==> config.mk <==
export PLATFORM = sky130hd
export DESIGN_NAME = ptw_walker
export DESIGN_NICKNAME = d
export VERILOG_FILES = /design/src/rtl/ptw_pkg.sv /design/src/rtl/ptw_region_dec.sv /design/src/rtl/ptw_addr_gen.sv /design/src/rtl/ptw_walker.sv
export SDC_FILE = /design/constraint.sdc
export NUM_CORES = 1
export LEC_CHECK = 0
export ABC_AREA = 0
export BUFFER_PORTS_ARGS = -buffer_cell sky130_fd_sc_hd__clkbuf_2
export CAP_MARGIN = 20
export CORE_MARGIN = 3
export CORE_UTILIZATION = 35
export DETAILED_ROUTE_END_ITERATION = 16
export GPL_TIMING_DRIVEN = 1
export PLACE_DENSITY_LB_ADDON = 0.08
export SYNTH_ARGS = -nofsm -noshare
export SYNTH_HDL_FRONTEND = slang
export SYNTH_SLANG_ARGS = --single-unit
==> constraint.sdc <==
create_clock -name clk -period 3.3 [get_ports clk]
set_input_delay 0 -clock clk [delete_from_list [all_inputs] [get_ports clk]]
set_output_delay 0 -clock clk [all_outputs]
set_load 0.01 [all_outputs]
==> src/rtl/ptw_pkg.sv <==
// Shared constants and encodings for the page table walker.
// Assumes 64-bit entries with the frame in the upper half.
package ptw_pkg;
    localparam int VA_W   = 64;
    localparam int OFF_W  = 13;
    localparam int IDX_W  = 10;
    localparam int LEVELS = 3;
    localparam int PTE_W  = 64;
    localparam int PFN_W  = 32;
    localparam int ENT_SH = $clog2(PTE_W / 8);
    localparam int PA_W   = PFN_W + OFF_W;
    localparam int SIG_W  = OFF_W + LEVELS * IDX_W;
    localparam int LVL_W  = $clog2(LEVELS);

    typedef enum logic [1:0] {
        FK_NONE    = 2'd0,
        FK_NOTPRES = 2'd1,
        FK_ADDR    = 2'd2
    } fault_kind_e;

    typedef enum logic {
        ST_IDLE = 1'b0,
        ST_WALK = 1'b1
    } walk_state_e;
endpackage

==> src/rtl/ptw_region_dec.sv <==
// Region decoder: classifies a virtual address by its top two bits and
// checks that a user address is canonical (bits above the significant
// field repeat the top significant bit). Purely combinational.
module ptw_region_dec
    import ptw_pkg::*;
#(
    parameter int VW = VA_W,
    parameter int SW = SIG_W
) (
    input  logic [VW-1:0] va,
    output logic          is_kernel,
    output logic          canon_ok
);
    localparam int EXT_W = VW - 1 - SW;

    // Kernel segment is the 10 pattern; the user regions are 0x and 11.
    assign is_kernel = (va[VW-1:VW-2] == 2'b10);
    // Sign-extension check on the bits between the top bit and the field.
    assign canon_ok  = (va[VW-2:SW] == {EXT_W{va[SW-1]}});
endmodule

==> src/rtl/ptw_addr_gen.sv <==
// Entry address former: selects the index field for the current level
// and scales it by the entry size within the current table frame.
// Assumes one table per page, so index plus scale fills the offset.
module ptw_addr_gen
    import ptw_pkg::*;
#(
    parameter int NLVL = LEVELS,
    parameter int IW   = IDX_W,
    parameter int OW   = OFF_W,
    parameter int FW   = PFN_W,
    parameter int LW   = LVL_W
) (
    input  logic [VA_W-1:0]  va,
    input  logic [FW-1:0]    tbl_frame,
    input  logic [LW-1:0]    lvl,
    output logic [FW+OW-1:0] ent_addr
);
    localparam int SH = OW - IW;

    logic [IW-1:0] idx [NLVL];

    // One index field per level, root level taken from the highest bits.
    for (genvar g = 0; g < NLVL; g++) begin : g_idx
        assign idx[g] = va[OW + IW * (NLVL - 1 - g) +: IW];
    end

    // Compose the byte address of the entry.
    assign ent_addr = {tbl_frame, idx[lvl], {SH{1'b0}}};
endmodule

==> src/rtl/ptw_walker.sv <==
// Page table walker top: accepts one translation at a time, resolves
// kernel addresses directly, rejects non-canonical user addresses, and
// walks three table levels for user addresses through a held read port.
// Assumes memory answers each held request with a one-cycle strobe.
module ptw_walker
    import ptw_pkg::*;
(
    input  logic             clk,
    input  logic             rst_n,
    input  logic             req_valid,
    input  logic [63:0]      req_va,
    input  logic [31:0]      ptbr,
    output logic             busy,
    output logic             mem_req,
    output logic [44:0]      mem_addr,
    input  logic             mem_rsp_valid,
    input  logic [63:0]      mem_rsp_data,
    output logic             done,
    output logic             fault,
    output logic [1:0]       fault_kind,
    output logic [1:0]       fault_level,
    output logic [31:0]      pa_frame,
    output logic [3:0]       perm
);
    localparam logic [3:0] KERN_PERM = 4'b0011;
    localparam logic [LVL_W-1:0] LAST_LVL = LVL_W'(LEVELS - 1);

    walk_state_e      state_q;
    logic [LVL_W-1:0] lvl_q;
    logic [VA_W-1:0]  va_q;
    logic [PFN_W-1:0] tbl_q;
    logic             is_kernel, canon_ok, accept;

    ptw_region_dec u_dec (
        .va        (req_va),
        .is_kernel (is_kernel),
        .canon_ok  (canon_ok)
    );

    ptw_addr_gen u_agen (
        .va        (va_q),
        .tbl_frame (tbl_q),
        .lvl       (lvl_q),
        .ent_addr  (mem_addr)
    );

    assign accept  = (state_q == ST_IDLE) && req_valid;
    assign busy    = (state_q == ST_WALK);
    assign mem_req = (state_q == ST_WALK);

    // Walk sequencing and result capture.
    always_ff @(posedge clk) begin
        if (!rst_n) begin
            state_q     <= ST_IDLE;
            lvl_q       <= '0;
            va_q        <= '0;
            tbl_q       <= '0;
            done        <= 1'b0;
            fault       <= 1'b0;
            fault_kind  <= FK_NONE;
            fault_level <= '0;
            pa_frame    <= '0;
            perm        <= '0;
        end else begin
            done <= 1'b0;
            if (accept) begin
                if (is_kernel) begin
                    done        <= 1'b1;
                    fault       <= 1'b0;
                    fault_kind  <= FK_NONE;
                    fault_level <= '0;
                    pa_frame    <= req_va[OFF_W +: PFN_W];
                    perm        <= KERN_PERM;
                end else if (!canon_ok) begin
                    done        <= 1'b1;
                    fault       <= 1'b1;
                    fault_kind  <= FK_ADDR;
                    fault_level <= '0;
                    pa_frame    <= '0;
                    perm        <= '0;
                end else begin
                    state_q <= ST_WALK;
                    lvl_q   <= '0;
                    va_q    <= req_va;
                    tbl_q   <= ptbr;
                end
            end else if (state_q == ST_WALK && mem_rsp_valid) begin
                if (!mem_rsp_data[0]) begin
                    state_q     <= ST_IDLE;
                    done        <= 1'b1;
                    fault       <= 1'b1;
                    fault_kind  <= FK_NOTPRES;
                    fault_level <= lvl_q;
                    pa_frame    <= '0;
                    perm        <= '0;
                end else if (lvl_q == LAST_LVL) begin
                    state_q     <= ST_IDLE;
                    done        <= 1'b1;
                    fault       <= 1'b0;
                    fault_kind  <= FK_NONE;
                    fault_level <= '0;
                    pa_frame    <= mem_rsp_data[PTE_W-1 -: PFN_W];
                    perm        <= mem_rsp_data[4:1];
                end else begin
                    lvl_q <= lvl_q + 1'b1;
                    tbl_q <= mem_rsp_data[PTE_W-1 -: PFN_W];
                end
            end
        end
    end

    // a pending read keeps its request and address.
    p_hold_read_r6: assert property (@(posedge clk) disable iff (!rst_n)
        (mem_req && !mem_rsp_valid) |=> (mem_req && $stable(mem_addr)));

    // kernel requests finish next cycle without memory traffic.
    p_kernel_direct_r2: assert property (@(posedge clk) disable iff (!rst_n)
        (accept && is_kernel) |=> (done && !fault && !mem_req));

    // non-canonical user requests fault next cycle without reads.
    p_addr_fault_r3: assert property (@(posedge clk) disable iff (!rst_n)
        (accept && !is_kernel && !canon_ok) |=>
            (done && fault && fault_kind == FK_ADDR && !mem_req));

    // a result is never reported while a walk is still running.
    p_done_idle_r9: assert property (@(posedge clk) disable iff (!rst_n)
        done |-> !busy);

    // a fault never carries a frame or permissions.
    p_fault_clear_r8: assert property (@(posedge clk) disable iff (!rst_n)
        (done && fault) |-> (pa_frame == '0 && perm == '0));

    // the walk level never leaves the three table levels.
    p_level_range_r7: assert property (@(posedge clk) disable iff (!rst_n)
        mem_req |-> (lvl_q <= LAST_LVL));
endmodule

# Word-level counts from Yosys, hierarchy flattened
# Cells that the tools add are included.
[op_classes]
magnitude_cmp = 1
eq_ne = 8
reduce_logical = 8
n_bitwise = 3
mux = 55
n_addsub = 1
[ops]
columns = ["op", "count"]
rows = [
  ["2-to-1 mux 32 bit", 12],
  ["2-to-1 mux 2 bit", 17],
  ["2-to-1 mux 4 bit", 6],
  ["binary-select mux 10 bit (select 2 bit)", 1],
  ["equality test 20 bit", 1],
  ["2-to-1 mux 10 bit", 2],
  ["2-to-1 mux 1 bit", 17],
  ["inequality test 2 bit (second input constant)", 3],
  ["AND reduction 3 bit", 2],
  ["AND reduction 5 bit", 1],
  ["equality test 2 bit (second input constant)", 2],
  ["AND reduction 4 bit", 1],
  ["nonzero test 2 bit", 2],
  ["greater-or-equal comparator 3 bit (second input constant)", 1],
  ["inequality test 3 x 1 -> 1 bit (second input constant)", 1],
  ["inequality test 3 bit (second input constant)", 1],
  ["NOT 2 -> 3 bit", 1],
  ["adder 2 x 1 -> 2 bit (second input constant)", 1],
  ["logical AND 1 bit", 2],
  ["NOT 1 bit", 2],
]
[totals]
in_bits = 164
word_cells = 86
out_inout_bits = 89
ff_bits = 120

# Longest topological paths before layout
[depth]
word_depth = 5
depth_mapped = 10
depth_no_buf = 6

# By module
# From an unflattened synthesis, not the netlist that was laid out.
[unflattened]
cells_unflattened = 790
hier_area_um2 = 6603.8
[by_module_without_submodules]
columns = ["module", "area_each_um2", "n_inst", "cells_per_inst", "seq_area_each_um2"]
rows = [
  ["ptw_walker", 6002.0, 1, 711, 2822.7],
  ["ptw_addr_gen", 480.5, 1, 60, 0.0],
  ["ptw_region_dec", 121.4, 1, 19, 0.0],
]

# Worst setup path after synthesis
# Ideal clock, no wire load.
[synth_timing]
path_kind = "register to register"
from = "reg lvl_q[0]"
to = "reg pa_frame[0]"
slack_ps = 941
path_buffers = 4
t_arrival_ps = 2242
synth_period_minus_slack_ps = 2359
setup_time_ps = 117
required_ps = 3183
path_stages_with_launch = 11
path_cell_list = "dfxtp_1 -> clkbuf_1 -> buf_1 -> inv_1 -> ha_1 -> nor2b_1 -> or2_2 -> buf_1 -> o21ai_4 -> buf_2 -> o22a_1"
[synth_via]
elab_chain_len = 3
[synth_lines]
columns = ["item", "line_no", "source"]
rows = [
  ["start: declaration", "ptw_walker.sv:29", "logic [LVL_W-1:0] lvl_q;"],
  ["start signal: assignment", "ptw_walker.sv:105", "lvl_q <= lvl_q + 1'b1;"],
  ["equality test 2 bit", "ptw_walker.sv:96", "end else if (lvl_q == LAST_LVL) begin"],
  ["inequality test 3 x 1 -> 1 bit (no line)", "--", ""],
  ["AND reduction 3 bit (no line)", "--", ""],
  ["end signal: assignment", "ptw_walker.sv:72", "pa_frame <= req_va[OFF_W +: PFN_W];"],
  ["end signal: assignment", "ptw_walker.sv:102", "pa_frame <= mem_rsp_data[PTE_W-1 -: PFN_W];"],
  ["end: declaration", "ptw_walker.sv:22", "output logic [31:0] pa_frame,"],
]
# Every way passes these cells.
# A chain may end at the register's enable or synchronous reset.

# Worst setup path in the final report
[layout_timing]
from = "reg lvl_q[1]"
to = "reg perm[2]"
[layout_via]
elab_chain_len = 3
[layout_lines]
columns = ["item", "line_no", "source"]
rows = [
  ["equality test 2 bit", "ptw_walker.sv:96", ""],
  ["inequality test 3 x 1 -> 1 bit (no line)", "--", ""],
  ["AND reduction 3 bit (no line)", "--", ""],
  ["end signal: assignment", "ptw_walker.sv:103", "perm <= mem_rsp_data[4:1];"],
  ["end: declaration", "ptw_walker.sv:23", "output logic [3:0] perm"],
]
# Every way passes these cells.

==> implementation parameters <==
Parameter                              Value

Setup path
  Reg-to-reg slack, setup ... 1.04 ns
  Element type at the critical path start ... register
  Max FO, Critical Path ... 14
  Data arrival time of the critical path ... 2.54 ns
  R2R depth ... 6
  Critical path data required time ... 3.58 ns
  Crit path capture type ... register
  Crit Reg-Reg Startpoint ... lvl_q[1]$_SDFFE_PN0P_
  Worst setup path class ... reg -> reg
  End of the worst register-to-register path ... perm[2]$_SDFFE_PN0P_

GRT
  Maximum number of pins on one net before global-route repair ... 49
  Wire length of the first global-routing pass ... 29.3 mm
  Total grt overflow ... 0
  Tot GR Track Use ... 23.0%
  Initial antenna violation count ... 0
  Number of global-route vias before repair ... 5,256

Cells and area
  Fraction of final layout cells with drive strength greater than 1 ... 30.2%
  Layout overhead on the synthesized area ... 34.9%
  Final Cell Area ... 6880 sq um
  Fill cell instance count of the final layout ... 1,384
  NumNets Final ... 992
  Final std cells w/o fill ... 1,012
  Final core area utilization ... 49.0%
  Number of inserted diodes ... 0

CTS
  Cts bufs inserted ... 9
  CTS sink count ... 107
  Source-to-sink clock delay at the later pin of the worst-skew pair ... 0.35 ns
  Number of buffers inserted by post-CTS setup repair ... 0
  Clk slew on worst S/H paths ... 0.07 ns
  Clk buf depth ... 2
  Master cell of the clock root buffer ... sky130_fd_sc_hd__clkbuf_16
  TritonCTS clock tree ... built
  H-tree levels ... 3

Drt
  Final Routed Wirelength ... 18.9 mm
  Remaining number of nets flagged by the antenna check after routing ... 0
  Residual DRC ... 0
  Routed wirelength normalized by instance count ... 18.7 um
  Average via count per standard cell ... 5.33
  Initial drt markers ... 490
  First drt pass iteration count ... 5
  Total vias in the final route ... 5,392

Yosys
  Most frequent cells after synthesis ... sky130_fd_sc_hd__dfxtp_1, sky130_fd_sc_hd__nor2_1, sky130_fd_sc_hd__nand2_1
  Leading area contributor after synthesis ... sky130_fd_sc_hd__dfxtp_1
  Register bit total from synthesis ... 107
  Unique masters post-synth ... 39
  Most repeated cell in the gate-level netlist after synthesis ... sky130_fd_sc_hd__dfxtp_1
  Leading post-synthesis cells by cell area ... sky130_fd_sc_hd__dfxtp_1, sky130_fd_sc_hd__mux2i_1, sky130_fd_sc_hd__nor2_1
  Number of synthesized flops with an enable pin ... 0
  Netlist area before placement ... 5100 sq um
  Avg Cell Area, Syn ... 8.21 sq um
  Share of async-settable or async-resettable flops after synthesis ... 0%
  Yosys warns ... 0
  Seq/Total Area, Yosys ... 42.0%
  Area fraction of the dominant cell type after synthesis ... 42.0%
  Most common flop cell mapped by yosys ... sky130_fd_sc_hd__dfxtp_1
  Number of instances in the synthesized netlist ... 621

Min path
  Worst Hold Class ... in -> reg
  End point of the most critical hold path ... tbl_q[30]$_SDFFE_PN0P_
  Worst hold path depth ... 4
  Hold_sp ... ptbr[30]

Placed design
  Placed standard-cell area ... 6220 sq um
  I/O Buffers ... 209
  Worst-case setup slack after placement ... 1.06 ns
  GP Congestion ... 0.854
  DP HPWL ... 13.6 mm
  Total instance count after detailed placement ... 961

STA
  Min Clock Period, post-route ... 2.26 ns
  Worst setup skew after layout ... 0.00833 ns
  Measured slew at the worst slew-check pin ... 1.07 ns
  Post-route worst setup slack ... 1.04 ns
  Final cycle utilization of the critical path ... 68.6%
  Final Hold Viols ... 0
  Max-slew headroom at the worst pin ... 28.6%
  RSZ-0062 raised after global routing ... false
  Count of pins over their slew limit ... 0
  Setup tns final ... 0 ns
  Maximum frequency from static timing analysis ... 442 MHz
  Post-Route Hold Slack ... 0.0108 ns
  Count of final setup violators ... 0

Die
  Die outline width ... 127 um
  IO Pins ... 253
  Initial cell density of the core ... 36.3%
  Count of standard-cell rows ... 43
  Die Y-Extent ... 127 um
  Core area ... 14,000 sq um
  Floorplan die area ... 16,100 sq um

Job
  Number of maximum-capacitance constraint violations ... 0

Pwr
  Ratio of total power to cell area ... 417 nW/um^2
  LEAKAGE ... 3.23 nW
  Maximum ir drop on the vdd rail ... 234 uV
  Final total power ... 2.87 mW

Run status
  Run status ... complete, no violations
==> layout make-up <==
| class | count | area (sq um) | area share [%] |
|---|---|---|---|
| Multi-Input combinational cell | 448 | 2680 | 38.9 |
| Sequential cell | 107 | 2140 | 31.1 |
| Timing Repair Buffer | 257 | 1510 | 21.9 |
| Clock buffer | 11 | 253 | 3.67 |
| Tap cell | 180 | 225 | 3.27 |
| Clock inverter | 5 | 60.1 | 0.873 |
| Inverter | 4 | 16.3 | 0.236 |
==> metal layers <==
layer	GRT usage (%)	up-vias	share of wire (%)	routed length, um
met4	9.27	0	3.1	586
met5	0	-	0	0
met1	31.5	2543	45	8440
met3	3.71	41	6.6	1240
li1	-	2608	-	-
met2	36.3	200	46	8680
==> flip-flops by register name (all words and copies together) (netlist names) <==
| signal | count |
|---|---|
| done | 1 |
| va_q | 30 |
| fault_level | 2 |
| busy | 1 |
| lvl_q | 2 |
| perm | 4 |
| fault | 1 |
| tbl_q | 32 |
| pa_frame | 32 |
| fault_kind | 2 |
==> critical path, cell delays in order, from the launching register on <==
cell	delay, ns
sky130_fd_sc_hd__dfxtp_1	0.59
sky130_fd_sc_hd__ha_1	0.24
sky130_fd_sc_hd__nor2b_1	0.07
sky130_fd_sc_hd__nor2_1	0.45
sky130_fd_sc_hd__nand3_1	0.15
sky130_fd_sc_hd__dlygate4sd3_1	0.59
sky130_fd_sc_hd__a21oi_1	0.12
==> cells in the final DEF (no fill, tap or decap), types with 2 or more instances in the layout <==
master                          instances
sky130_fd_sc_hd__nor3_1                 4
sky130_fd_sc_hd__and2_1                 2
sky130_fd_sc_hd__or4_4                  2
sky130_fd_sc_hd__nor2_1               100
sky130_fd_sc_hd__clkinv_2               2
sky130_fd_sc_hd__inv_1                  3
sky130_fd_sc_hd__a31o_1                 2
sky130_fd_sc_hd__nor2b_1                2
sky130_fd_sc_hd__a22oi_1               33
sky130_fd_sc_hd__o21ai_0               40
sky130_fd_sc_hd__clkbuf_16              9
sky130_fd_sc_hd__conb_1                 3
sky130_fd_sc_hd__o211ai_1               5
sky130_fd_sc_hd__or3_1                 34
sky130_fd_sc_hd__nor4_4                 2
sky130_fd_sc_hd__o22ai_1                2
sky130_fd_sc_hd__o2111a_1               2
sky130_fd_sc_hd__mux2i_1               42
sky130_fd_sc_hd__o22a_1                32
sky130_fd_sc_hd__nand4_1                2
sky130_fd_sc_hd__buf_4                 12
sky130_fd_sc_hd__a21oi_1               37
sky130_fd_sc_hd__clkbuf_8               2
sky130_fd_sc_hd__clkbuf_2             209
sky130_fd_sc_hd__nand3_1               35
sky130_fd_sc_hd__dfxtp_1              107
sky130_fd_sc_hd__dlygate4sd3_1         35
sky130_fd_sc_hd__nand2_1               54
==> worst max path at each step <==
stage	from	endpoint	slack (ns)	cells past startpoint
after floorplan	lvl_q[0]$_SDFFE_PN0P_	pa_frame[0]$_SDFFE_PN0P_	0.94	10
after global placement	busy$_SDFFE_PN0P_	tbl_q[27]$_SDFFE_PN0P_	1.07	5
after detailed placement	busy$_SDFFE_PN0P_	tbl_q[27]$_SDFFE_PN0P_	1.06	5
after CTS	lvl_q[1]$_SDFFE_PN0P_	perm[2]$_SDFFE_PN0P_	1.02	6
after global routing	lvl_q[1]$_SDFFE_PN0P_	perm[2]$_SDFFE_PN0P_	0.84	6
final	lvl_q[1]$_SDFFE_PN0P_	perm[2]$_SDFFE_PN0P_	1.04	6
==> report_power, final <==
group | leakage, nW | switching (mW) | total (mW) | internal, mW
combinational | 2.21 | 0.219 | 0.392 | 0.172
clock | 0.152 | 0.503 | 1.14 | 0.633
sequential | 0.870 | 0.0182 | 1.34 | 1.32
==> timing repair <==
item                      4_1_cts  5_1_grt
hold buffers                   35        0
gates resized for setup         0        0
hold endpoints to repair       33        0
==> logic make-up after synthesis <==
logic type / Yosys count / share of synthesized area (%)
mux: 42 / 8.24
flops: 107 / 42.0
compound gates: 159 / 21.2
fa+ha+maj: 1 / 0.245
other cells: 1 / 0.0735
buf+inv: 68 / 6.08
simple gates: 243 / 22.1
(Power assumes the default switching activity.)
